==> src/rtl/skip_pkg.sv <==
package skip_pkg;
  typedef enum logic [1:0] {OP_NONE = 2'd0, OP_GT = 2'd1, OP_LT = 2'd2} cmp_op_e;
endpackage

==> src/rtl/skip_decode.sv <==
module skip_decode import skip_pkg::*; #(
  parameter int IW   = 16,
  parameter int DW   = 8,
  parameter int BSRW = 4,
  localparam int AW  = BSRW + DW,
  localparam int OPW = IW - DW - 1
) (
  input  logic [IW-1:0]   word,
  input  logic [BSRW-1:0] bank_sel,
  output cmp_op_e         op,
  output logic [AW-1:0]   addr
);
  localparam logic [OPW-1:0] OPC_GT = OPW'(7'b0110010);
  localparam logic [OPW-1:0] OPC_LT = OPW'(7'b0110000);

  logic [DW-1:0]   fld;
  logic            use_bank;
  logic [BSRW-1:0] hi;

  assign fld      = word[DW-1:0];
  assign use_bank = word[DW];

  always_comb begin
    if (word[IW-1:DW+1] == OPC_GT)      op = OP_GT;
    else if (word[IW-1:DW+1] == OPC_LT) op = OP_LT;
    else                                op = OP_NONE;
  end

  // Access window: lower half in bank 0, upper half in the top bank.
  always_comb begin
    if (use_bank)      hi = bank_sel;
    else if (fld[DW-1]) hi = '1;
    else               hi = '0;
  end

  assign addr = {hi, fld};
endmodule

==> src/rtl/skip_compare.sv <==
module skip_compare import skip_pkg::*; #(
  parameter int DW = 8
) (
  input  cmp_op_e       op,
  input  logic [DW-1:0] opnd,
  input  logic [DW-1:0] wval,
  output logic          cond
);
  logic [DW:0] diff;
  logic        below;
  logic        same;

  // Unsigned subtraction: borrow means operand below W.
  assign diff  = {1'b0, opnd} - {1'b0, wval};
  assign below = diff[DW];
  assign same  = (diff[DW-1:0] == '0);

  always_comb begin
    unique case (op)
      OP_GT:   cond = !below && !same;
      OP_LT:   cond = below;
      default: cond = 1'b0;
    endcase
  end
endmodule

==> src/rtl/skip_flush.sv <==
module skip_flush #(
  parameter int CW = 2
) (
  input  logic          clk,
  input  logic          rst,
  input  logic          load,
  input  logic [CW-1:0] load_cnt,
  output logic          active
);
  logic [CW-1:0] remain;

  always_ff @(posedge clk) begin
    if (rst)               remain <= '0;
    else if (load)         remain <= load_cnt;
    else if (remain != '0) remain <= remain - 1'b1;
  end

  assign active = (remain != '0);
endmodule

==> src/rtl/skip_unit.sv <==
module skip_unit import skip_pkg::*; #(
  parameter int IW   = 16,
  parameter int DW   = 8,
  parameter int BSRW = 4,
  parameter int PCW  = 16,
  parameter int CW   = 2,
  localparam int AW  = BSRW + DW
) (
  input  logic            clk,
  input  logic            rst,
  input  logic            ex_valid,
  input  logic [IW-1:0]   ex_word,
  input  logic [3:0]      nxt_opc,
  input  logic [BSRW-1:0] bank_sel,
  input  logic [DW-1:0]   wreg,
  input  logic [PCW-1:0]  pc_in,
  output logic [AW-1:0]   rf_addr,
  input  logic [DW-1:0]   rf_rdata,
  output logic            busy,
  output logic            done,
  output logic            skip_taken,
  output logic            extra_flush,
  output logic [CW-1:0]   cycle_count,
  output logic [PCW-1:0]  pc_next
);
  cmp_op_e        dec_op, op_q;
  logic [AW-1:0]  dec_addr;
  logic           pend;
  logic [DW-1:0]  w_q;
  logic           two_q;
  logic [PCW-1:0] pc_q;
  logic           cond;
  logic           flushing;
  logic           accept;
  logic           two_word;
  logic [CW-1:0]  cnt_d;
  logic [CW-1:0]  flush_len;

  skip_decode #(.IW(IW), .DW(DW), .BSRW(BSRW)) u_dec (
    .word(ex_word), .bank_sel(bank_sel), .op(dec_op), .addr(dec_addr)
  );

  skip_compare #(.DW(DW)) u_cmp (
    .op(op_q), .opnd(rf_rdata), .wval(w_q), .cond(cond)
  );

  assign two_word  = (nxt_opc == 4'hC) || (nxt_opc == 4'hE) || (nxt_opc == 4'hF);
  assign flush_len = two_q ? CW'(2) : CW'(1);
  assign cnt_d     = cond ? (flush_len + CW'(1)) : CW'(1);

  skip_flush #(.CW(CW)) u_flush (
    .clk(clk), .rst(rst), .load(pend && cond), .load_cnt(flush_len), .active(flushing)
  );

  assign busy   = pend | flushing;
  assign accept = ex_valid && !busy;

  always_ff @(posedge clk) begin
    if (rst) begin
      pend        <= 1'b0;
      op_q        <= OP_NONE;
      w_q         <= '0;
      two_q       <= 1'b0;
      pc_q        <= '0;
      rf_addr     <= '0;
      done        <= 1'b0;
      skip_taken  <= 1'b0;
      extra_flush <= 1'b0;
      cycle_count <= '0;
      pc_next     <= '0;
    end else begin
      done <= 1'b0;
      if (accept) begin
        pend    <= 1'b1;
        op_q    <= dec_op;
        w_q     <= wreg;
        two_q   <= two_word;
        pc_q    <= pc_in;
        rf_addr <= dec_addr;
      end
      if (pend) begin
        pend        <= 1'b0;
        done        <= 1'b1;
        skip_taken  <= cond;
        extra_flush <= cond && two_q;
        cycle_count <= cnt_d;
        pc_next     <= pc_q + PCW'({cnt_d, 1'b0});
      end
    end
  end
endmodule

==> config.mk <==
export PLATFORM = sky130hd
export DESIGN_NAME = skip_unit
export DESIGN_NICKNAME = d
export VERILOG_FILES = /design/src/rtl/skip_pkg.sv /design/src/rtl/skip_decode.sv /design/src/rtl/skip_compare.sv /design/src/rtl/skip_flush.sv /design/src/rtl/skip_unit.sv
export SDC_FILE = /design/constraint.sdc
export NUM_CORES = 1
export LEC_CHECK = 0
export BUFFER_PORTS_ARGS = -buffer_cell sky130_fd_sc_hd__buf_2
export CAP_MARGIN = 20
export CORE_UTILIZATION = 55
export CTS_CLUSTER_DIAMETER = 60
export DETAILED_ROUTE_END_ITERATION = 6
export GPL_TIMING_DRIVEN = 1
export PLACE_DENSITY = 0.83
export SLEW_MARGIN = 15
export SYNTH_ARGS = -nofsm -noshare
export SYNTH_HDL_FRONTEND = slang
export SYNTH_HIERARCHICAL = 1
export SYNTH_SLANG_ARGS = --single-unit
==> constraint.sdc <==
create_clock -name clk -period 10.3 [get_ports clk]
set_input_delay 2.06 -clock clk [delete_from_list [all_inputs] [get_ports clk]]
set_output_delay 2.06 -clock clk [all_outputs]
set_load 0.005 [all_outputs]
==> results of run 1 <==
worst paths after layout:
path	slack [ns]	cells past startpoint	to	start
max	4.76	16	pc_next[9]	rf_rdata[0]
min	0.45	2	pc_next[15]	pc_next[15]
max reg2reg	6.28	14	pc_next[9]	w_q[0]
min reg2reg	0.45	2	pc_next[15]	pc_next[15]
registers in the layout, indices dropped and copies added, names as in the netlist:
| signal | flops |
|---|---|
| cycle_count | 1 |
| rf_addr | 12 |
| w_q | 8 |
| pc_q | 16 |
| pc_next | 16 |
| skip_taken | 1 |
| extra_flush | 1 |
| two_q | 1 |
| op_q | 2 |
| done | 1 |
| u_flush/remain | 2 |
| pend | 1 |
where the power goes:
part	total (uW)	switching [uW]	internal [uW]	leakage [uW]
logic	202	115	86.8	0.000950
registers	315	36.0	279	0.000506
clock network	212	88.2	124	0.000106
total	729	239	490	0.00156
cells by family (layout without fill, tap and decap cells):
logic type,count (synthesis),after routing,share of synthesized area
multiplexers,3,3,0.00978
AND/OR/NAND/NOR,163,163,0.248
buffers and inverters,53,137,0.0795
flip-flops,62,62,0.404
XOR/XNOR,15,15,0.0428
adder cells (fa/ha/maj),15,15,0.0660
AO/OA/AOI/OAI,75,75,0.150
stage by stage:
step                       util  hold WS [ns]  worst slack [ns]  instances
final                     0.705         0.451              4.76        540
after global routing      0.705         0.471              4.56        540
after CTS                 0.705         0.452              4.81        540
after detailed placement  0.667         0.443              4.58        524
after global placement    0.667         0.438              4.66        524
after floorplan               -         0.436              4.97        386
cell type report:
class / count / area [sq um] / share of cell area
clock inverters: 4 / 45.0 / 0.0122
repair buffers: 94 / 475 / 0.129
inverters: 27 / 101 / 0.0275
flip-flops and latches: 62 / 1240 / 0.336
multi-input cells: 271 / 1590 / 0.429
clock buffers: 12 / 155 / 0.0420
well taps: 70 / 87.6 / 0.0237
worst register-to-register path, cell delays in order, from the launching register on:
cell and delay, ns:
dfxtp_1 0.32, ha_1 0.21, fa_1 0.40, nand2b_1 0.17, a21oi_1 0.22, nor3_1 0.09
o21ai_1 0.13, nor4_1 0.06, o41ai_1 0.71, inv_1 0.18, fa_1 0.47, nand4b_2 0.31
nor3_2 0.17, xnor2_1 0.11, a211oi_1 0.34
layer usage:
| layer | global-route usage | wire [um] | share of wire | vias up |
|---|---|---|---|---|
| li1 | - | - | - | 1440 |
| met1 | 0.291 | 3040 | 0.46 | 1254 |
| met2 | 0.395 | 3000 | 0.46 | 77 |
| met3 | 0.0571 | 411 | 0.063 | 9 |
| met4 | 0.112 | 100 | 0.015 | 0 |
| met5 | 0 | 0 | 0 | - |
synth_stat cells, drive strengths merged, types with 2 or more instances:
cell type | number | area share
a211oi | 9 | 0.024
a21oi | 47 | 0.077
a311oi | 2 | 0.0057
and2b | 2 | 0.0049
buf | 16 | 0.034
clkbuf | 10 | 0.012
dfxtp | 62 | 0.40
fa | 2 | 0.013
ha | 13 | 0.053
inv | 27 | 0.033
mux2i | 3 | 0.0098
nand2 | 97 | 0.12
nand2b | 4 | 0.0090
nand3 | 4 | 0.0081
nand3b | 3 | 0.0073
nand4 | 3 | 0.0061
nor2 | 27 | 0.033
nor3 | 9 | 0.018
nor3b | 2 | 0.0049
nor4 | 5 | 0.016
o21ai | 7 | 0.011
o41ai | 2 | 0.0082
xnor2 | 12 | 0.034
xor2 | 3 | 0.0086
==> results.py, run 1 <==
metrics = {
    "synthesis": {
        "syn-num-nets": 460,
        "synth-seq-cells": 62,
        "synth_cell_types": 48,
        "synth_edf_count": 0,
        "ys_seq_area_frac": 0.404,
        "netlist_area_sq_mm": 0.00307,
        "ys.flop_type": "dfxtp_1",
        "synthCells": 386,
        "yosys_warnings": 6,
        "syn_area_per_cell_sq_um": 7.95,
        "ys_async_sr_fraction": 0,
    },
    "setup_path": {
        "worst-setup-path-type": "input port to flop",
        "crit_arrival_ns": 5.75,
        "crit_slowest_cell": "o41ai_1",
        "required_ns": 10.51,
        "critPathBufInv": 3,
        "crit_family": "compound AO/OA/AOI/OAI gates",
        "max_stage_delay_ns": 0.71,
        "critPathLaunchType": "input port",
        "end_kind": "flop",
        "worst-path-max-fanout": 5,
        "worstPathCellList": "buf_2 > inv_1 > ha_1 > fa_1 > nand2b_1 > a21oi_1 > nor3_1 > o21ai_1 > nor4_1 > o41ai_1 > inv_1 > fa_1 > nand4b_2 > nor3_2 > xnor2_1 > a211oi_1",
    },
    "drt": {
        "dr.pass1.iters": 4,
        "ant_nets": 0,
        "drt-total-wl_mm": 6.55,
        "viasPerCell": 5.15,
        "vias": 2780,
        "initialDrtViolationCount": 122,
        "drc": 0,
        "wire_per_inst_um": 12.1,
    },
    "timing": {
        "finalHoldViolCount": 0,
        "slew_headroom": 0.268,
        "final.min_clock_period_ns": 5.54,
        "max_freq_ghz": 0.181,
        "setup_tns_ns": 0,
        "fin_worst_skew_ns": 0.00573,
        "worstMarginPinSlew_ns": 1.10,
        "rsz0062_at_grt": "false",
        "final.period_utilization": 0.538,
        "setup_viol_count_final": 0,
        "slew_viol_final": 0,
    },
    "layout": {
        "n_antenna_cell": 0,
        "area_delta_synth_final_pct": 20.2,
        "drive_above_1_share": 0.264,
        "layout_commonest_cell": "nand2_1",
        "final_cell_mix": "nand2_1 (97), buf_2 (92), dfxtp_1 (62)",
        "nNetsFinal": 539,
        "nFillCells": 441,
        "stdcell_area_sq_mm": 0.00369,
    },
    "die": {
        "coreArea_sq_mm": 0.00524,
        "row_count": 26,
        "die_h_um": 76.7,
        "dieWidth_um": 76.7,
        "ioPinCount": 93,
        "fp.dieArea_sq_mm": 0.00589,
        "initial_core_util": 0.586,
    },
    "grt": {
        "grt_max_degree": 62,
        "antenna_found_initial": 0,
        "grt_pass1_vias": 2629,
        "overflow": 0,
        "track_usage": 0.239,
        "grt_pass1_wl_mm": 11.3,
    },
    "power": {
        "power_leakage_uw": 0.00156,
        "ir_drop_mv": 0.142,
        "p_per_area_mw_per_mm2": 197,
        "power_uw": 729,
    },
    "flow_run": {
        "drv_cap": 0,
    },
    "clock_network": {
        "hold_buffers": 0,
        "clk_latency_ns": 0.33,
        "post-cts-setup-buffer-count": 0,
        "clock_sinks": 62,
        "numCtsBuffers": 9,
        "htreeDepth": 3,
        "cts-root-buf": "clkbuf_8",
        "clkTransAtPathRegs_ns": 0.06,
        "cts_resized": 0,
        "cts_tree": "done",
        "cts_buffer_depth": 2,
    },
    "status": {
        "outcome": "finished clean",
    },
    "place": {
        "io_buffers": 92,
        "dp_hpwl_mm": 4.58,
        "place.gp.congestion": 0.901,
        "place_area_sq_mm": 0.00349,
    },
    "min_path": {
        "hp-class": "flop to flop",
    },
}
Note: power is estimated with default switching activity, not from simulation.
==> run 2: changes to the inputs <==
CORE_UTILIZATION = 46   (was 55)
PLACE_DENSITY = 0.74   (was 0.83)
clock period = 4.95 ns   (was 10.3 ns; I/O delays follow)
==> run 2 against run 1 <==
Combinational power rose by 110%. Setup slack lost 4.0 ns. Sequential share of layout area fell by 0.63 points. Clock power rose by 140%. Die area up 19%. Flip-flop and latch count unchanged. Clock skew up 0.0016 ns. Routed wire length grew 4.7%. Sequential power rose by 110%. Critical endpoint is now pc_next[15].
==> results.py, run 2 (synthesis results as in run 1) <==
metrics = {
    "layout": {
        "final_cell_mix": "nand2_1 (97), buf_2 (92), dfxtp_1 (62)",
        "fin_cells": 549,
        "area_delta_synth_final_pct": 22.5,
        "layout_commonest_cell": "nand2_1",
        "n_antenna_cell": 0,
        "drive_above_1_share": 0.267,
        "nNetsFinal": 541,
        "top_regs": "pc_next: 16 flops, pc_q: 16 flops, rf_addr: 12 flops",
    },
    "timing": {
        "rsz0062_at_grt": "false",
        "max_freq_ghz": 0.240,
        "final.period_utilization": 0.841,
        "finalHoldViolCount": 0,
        "final.min_clock_period_ns": 4.16,
        "slew_viol_final": 0,
        "worstMarginPinSlew_ns": 0.915,
        "hold-worst-slack_ns": 0.447,
        "setup_viol_count_final": 0,
        "setup_tns_ns": 0,
        "slew_headroom": 0.389,
        "fin_worst_skew_ns": 0.00736,
    },
    "clock_network": {
        "hold_buffers": 0,
        "clkTransAtPathRegs_ns": 0.07,
        "cts_tree": "done",
        "numCtsBuffers": 9,
        "clk_latency_ns": 0.33,
        "post-cts-setup-buffer-count": 0,
        "cts_resized": 0,
        "clock_sinks": 62,
        "cts_buffer_depth": 2,
        "cts-root-buf": "clkbuf_8",
        "htreeDepth": 3,
    },
    "grt": {
        "track_usage": 0.206,
        "antenna_found_initial": 0,
        "grt_pass1_vias": 2725,
        "grt_max_degree": 62,
        "overflow": 0,
        "grt_pass1_wl_mm": 11.8,
    },
    "place": {
        "dp_hpwl_mm": 4.93,
        "dp_cells": 532,
        "io_buffers": 92,
        "place.gp.congestion": 0.862,
    },
    "drt": {
        "initialDrtViolationCount": 109,
        "dr.pass1.iters": 4,
        "viasPerCell": 4.99,
        "ant_nets": 0,
        "wire_per_inst_um": 12.5,
        "drc": 0,
        "vias": 2738,
        "drt-total-wl_mm": 6.86,
    },
    "setup_path": {
        "worstPathCellList": "buf_2 > inv_1 > ha_1 > fa_1 > nand2b_1 > a21oi_1 > nor3_1 > o21ai_1 > nor4_1 > o41ai_1 > buf_4 > inv_1 > fa_1 > nand4b_2 > nor4_2 > xnor2_1 > o21ai_1",
        "required_ns": 5.17,
        "r2r-end": "pc_next[15]",
        "crit_arrival_ns": 4.38,
        "reg2reg_slack_ns": 1.24,
        "worst-setup-path-type": "input port to flop",
        "max_stage_delay_ns": 0.44,
        "worst-path-max-fanout": 5,
        "r2r-start": "w_q[0]",
        "r2r_cells": 15,
        "crit_slowest_cell": "fa_1",
        "critPathLaunchType": "input port",
        "end_kind": "flop",
    },
    "power": {
        "power_uw": 1590,
        "ir_drop_mv": 0.247,
        "power_leakage_uw": 0.00159,
        "p_per_area_mw_per_mm2": 423,
    },
    "die": {
        "coreArea_sq_mm": 0.00639,
        "dieWidth_um": 83.7,
        "die_h_um": 83.7,
        "row_count": 29,
        "initial_core_util": 0.481,
        "fp.dieArea_sq_mm": 0.00701,
        "ioPinCount": 93,
    },
    "min_path": {
        "hp-class": "flop to flop",
        "hold_start": "pc_next[10]",
        "hold_end": "pc_next[10]",
        "worst_hold_path.num_cells": 2,
    },
    "status": {
        "outcome": "finished clean",
    },
    "flow_run": {
        "drv_cap": 0,
    },
}
==> run 2: cell count changes in the layout (fill, tap and decap cells not counted) <==
cell       change
bufinv_16      +1
buf_12         +1
clkinv_2       -2
buf_4          +1
clkbuf_8       +1
==> run 2: layer usage <==
metal / GRT usage / share of wire / vias up / wire, um
met5: 0 / 0 / - / 0
met4: 0.0817 / 0.017 / 0 / 119
met3: 0.0425 / 0.048 / 10 / 332
met2: 0.352 / 0.47 / 59 / 3260
met1: 0.252 / 0.46 / 1231 / 3150
li1: - / - / 1438 / -
==> run 2: worst max path at each step <==
stage / from / cells past startpoint / to
CTS: rf_rdata[0] / 17 / pc_next[15]
global route: rf_rdata[0] / 17 / pc_next[15]
floorplan: rf_rdata[0] / 15 / pc_next[15]
finish: rf_rdata[0] / 17 / pc_next[15]
global placement: rf_rdata[0] / 17 / pc_next[15]
detailed placement: rf_rdata[0] / 17 / pc_next[15]
==> run 2: where the power goes <==
group,switching (uW),internal [uW]
combinational,243,182
clock,186,324
sequential,74.5,580
==> run 2: critical path, delay by kind of cell <==
family | cells | cell delay, ns
AO/OA/AOI/OAI | 4 | 0.86
AND/OR/NAND/NOR | 5 | 0.94
buffers and inverters | 4 | 0.37
adder cells (fa/ha/maj) | 3 | 1.05
XOR/XNOR | 1 | 0.15
==> run 2: area by class of cell <==
| class | count | area, sq um |
|---|---|---|
| Timing Repair Buffer | 96 | 503 |
| Clock inverter | 3 | 65.1 |
| Multi-Input combinational cell | 271 | 1590 |
| Tap cell | 77 | 96.3 |
| Fill cell | 611 | 2630 |
| Inverter | 27 | 101 |
| Clock buffer | 13 | 169 |
| Sequential cell | 62 | 1240 |
==> run 2: per-stage QoR <==
step / worst slack [ns] / area, sq um / util
detailed placement: 0.443 / 3510 / 0.549
global route: 0.490 / 3760 / 0.589
finish: 0.786 / 3760 / 0.589
global placement: 0.562 / 3510 / 0.549
floorplan: 0.690 / 3070 / -
CTS: 0.782 / 3740 / 0.586
==> run 3: changes to the inputs <==
CORE_UTILIZATION = 51   (was 46)
PLACE_DENSITY = 0.77   (was 0.74)
clock period = 4.1 ns   (was 4.95 ns; I/O delays follow)
==> run 3 against run 2 <==
Setup slack got worse by 0.49 ns. Combinational power rose by 23%. Power is 22% higher. Global-route usage is 2.4 points higher. Cell count unchanged. Critical path depth increased by 1. Clock power rose by 21%. Clock skew about the same. Register-to-register slack worse by 0.65 ns. First-iteration DRC count shrank 21%. Sequential power is 21% higher. Via count grew 3.0%.
==> results.py, run 3 (synthesis results as in run 1) <==
metrics = {
    "status": {
        "outcome": "finished clean",
    },
    "setup_path": {
        "worst-path-max-fanout": 5,
        "critPathLaunchType": "input port",
        "worst-setup-path-type": "input port to flop",
        "max_stage_delay_ns": 0.49,
        "worstPathCellList": "buf_2 > inv_1 > ha_1 > fa_1 > nand2_1 > a2111oi_2 > o21ai_1 > nor4_1 > o41ai_1 > buf_4 > nand2_1 > ha_1 > inv_1 > fa_1 > nand4b_4 > nor3_2 > xnor2_1 > a211oi_1",
        "required_ns": 4.35,
        "crit_arrival_ns": 4.05,
        "end_kind": "flop",
        "crit_slowest_cell": "fa_1",
        "r2r_cells": 16,
    },
    "timing": {
        "slew_headroom": 0.357,
        "final.min_clock_period_ns": 3.80,
        "rsz0062_at_grt": "false",
        "max_freq_ghz": 0.263,
        "finalHoldViolCount": 0,
        "slew_viol_final": 0,
        "setup_ws_ns": 0.297,
        "worstMarginPinSlew_ns": 0.963,
        "fin_worst_skew_ns": 0.00755,
        "setup_tns_ns": 0,
        "final.period_utilization": 0.928,
        "setup_viol_count_final": 0,
    },
    "layout": {
        "nFillCells": 505,
        "n_antenna_cell": 0,
        "multi_input_area_sq_mm": 0.00161,
        "layout_commonest_cell": "nand2_1",
        "drive_above_1_share": 0.277,
        "regArea_sq_mm": 0.00124,
        "postLayoutCoreUtil": 0.676,
        "nNetsFinal": 546,
        "top_regs": "pc_next: 16 flops, pc_q: 16 flops, rf_addr: 12 flops",
        "area_delta_synth_final_pct": 24.2,
        "final_cell_mix": "nand2_1 (97), buf_2 (92), dfxtp_1 (62)",
    },
    "clock_network": {
        "htreeDepth": 3,
        "numCtsBuffers": 9,
        "cts_tree": "done",
        "post-cts-setup-buffer-count": 0,
        "clkTransAtPathRegs_ns": 0.07,
        "clock_sinks": 62,
        "cts_buffer_depth": 2,
        "clk_latency_ns": 0.33,
        "cts-root-buf": "clkbuf_8",
    },
    "drt": {
        "drc": 0,
        "viasPerCell": 5.14,
        "dr.pass1.iters": 4,
        "wire_per_inst_um": 12.2,
        "initialDrtViolationCount": 86,
        "ant_nets": 0,
        "vias": 2821,
        "drt-total-wl_mm": 6.73,
    },
    "grt": {
        "antenna_found_initial": 0,
        "use_met1": 0.292,
        "top_usage_layer": "met2",
        "grt_pass1_wl_mm": 11.4,
        "grtUsageMet3": 0.0491,
        "overflow": 0,
        "track_usage": 0.230,
        "grt_max_degree": 62,
        "met2_usage": 0.369,
        "grt_pass1_vias": 2608,
    },
    "die": {
        "ioPinCount": 93,
        "dieWidth_um": 79.6,
        "coreArea_sq_mm": 0.00564,
        "row_count": 27,
        "initial_core_util": 0.544,
        "fp.dieArea_sq_mm": 0.00633,
        "die_h_um": 79.6,
    },
    "min_path": {
        "worst_hold_path.num_cells": 2,
        "hp-class": "flop to flop",
    },
    "place": {
        "place_ws_ns": -0.258,
        "io_buffers": 92,
        "dp_hpwl_mm": 4.76,
        "place.gp.congestion": 0.872,
    },
    "power": {
        "power_uw": 1940,
        "power_leakage_uw": 0.00164,
        "p_per_area_mw_per_mm2": 508,
        "ir_drop_mv": 0.300,
    },
    "flow_run": {
        "drv_cap": 0,
    },
}
## run 3: cell count changes in the layout (fill, tap and decap cells not counted)
cell | previous run | this run
nor2_2 | 0 | 1
nand4b_4 | 0 | 1
nand4b_2 | 1 | 0
nor4_2 | 3 | 2
nor4_4 | 0 | 1
nor2_1 | 27 | 26
buf_4 | 3 | 8
## run 3: per-layer routing
metal / vias up / part of all wire
li1: 1448 / -
met1: 1284 / 0.48
met2: 79 / 0.46
met3: 10 / 0.049
met4: 0 / 0.017
met5: - / 0
## run 3: final timing paths
| check | startpoint | endpoint | slack, ns |
|---|---|---|---|
| hold reg to reg | pc_next[12] | pc_next[12] | 0.45 |
| setup reg to reg | w_q[0] | pc_next[11] | 0.59 |
| hold / removal | pc_next[12] | pc_next[12] | 0.45 |
| setup / recovery | rf_rdata[0] | pc_next[11] | 0.30 |
## run 3: critical path: cells and delay by family
kind	cells	cell delay (ns)
adders and majority gates	4	1.26
AOI/OAI and AO/OA	4	0.83
and+or+nand+nor	5	0.74
buffers and inverters	4	0.32
xor gates and xnor gates	1	0.08
## run 3: repair_timing
item | 4_1_cts | 5_1_grt
hold buffers | 0 | 0
endpoints found under the setup margin | 0 | 5
endpoints found under the hold margin | 0 | 0
gates resized for setup | 0 | 3
## run 3: layout make-up
type	instances	area share
Timing Repair Buffer	101	0.142
Clock inverter	3	0.0171
Clock buffer	13	0.0443
Inverter	27	0.0266
Sequential cell	62	0.326
Multi-Input combinational cell	271	0.421
Tap cell	72	0.0236
## run 3: metrics by stage
step,cells,hold slack [ns],cell area (sq um)
3_3_place_gp,532,0.435,3540
4_1_cts,548,0.453,3770
3_5_place_dp,532,0.443,3540
5_1_grt,549,0.471,3810
2_1_floorplan,386,0.436,3070
6_report,549,0.452,3810
## run 3: power breakdown
| group | leakage, uW | internal (uW) | switching [uW] |
|---|---|---|---|
| clock network | 0.000120 | 392 | 227 |
| logic | 0.00102 | 230 | 294 |
| registers | 0.000506 | 701 | 92.6 |
| total | 0.00164 | 1320 | 614 |
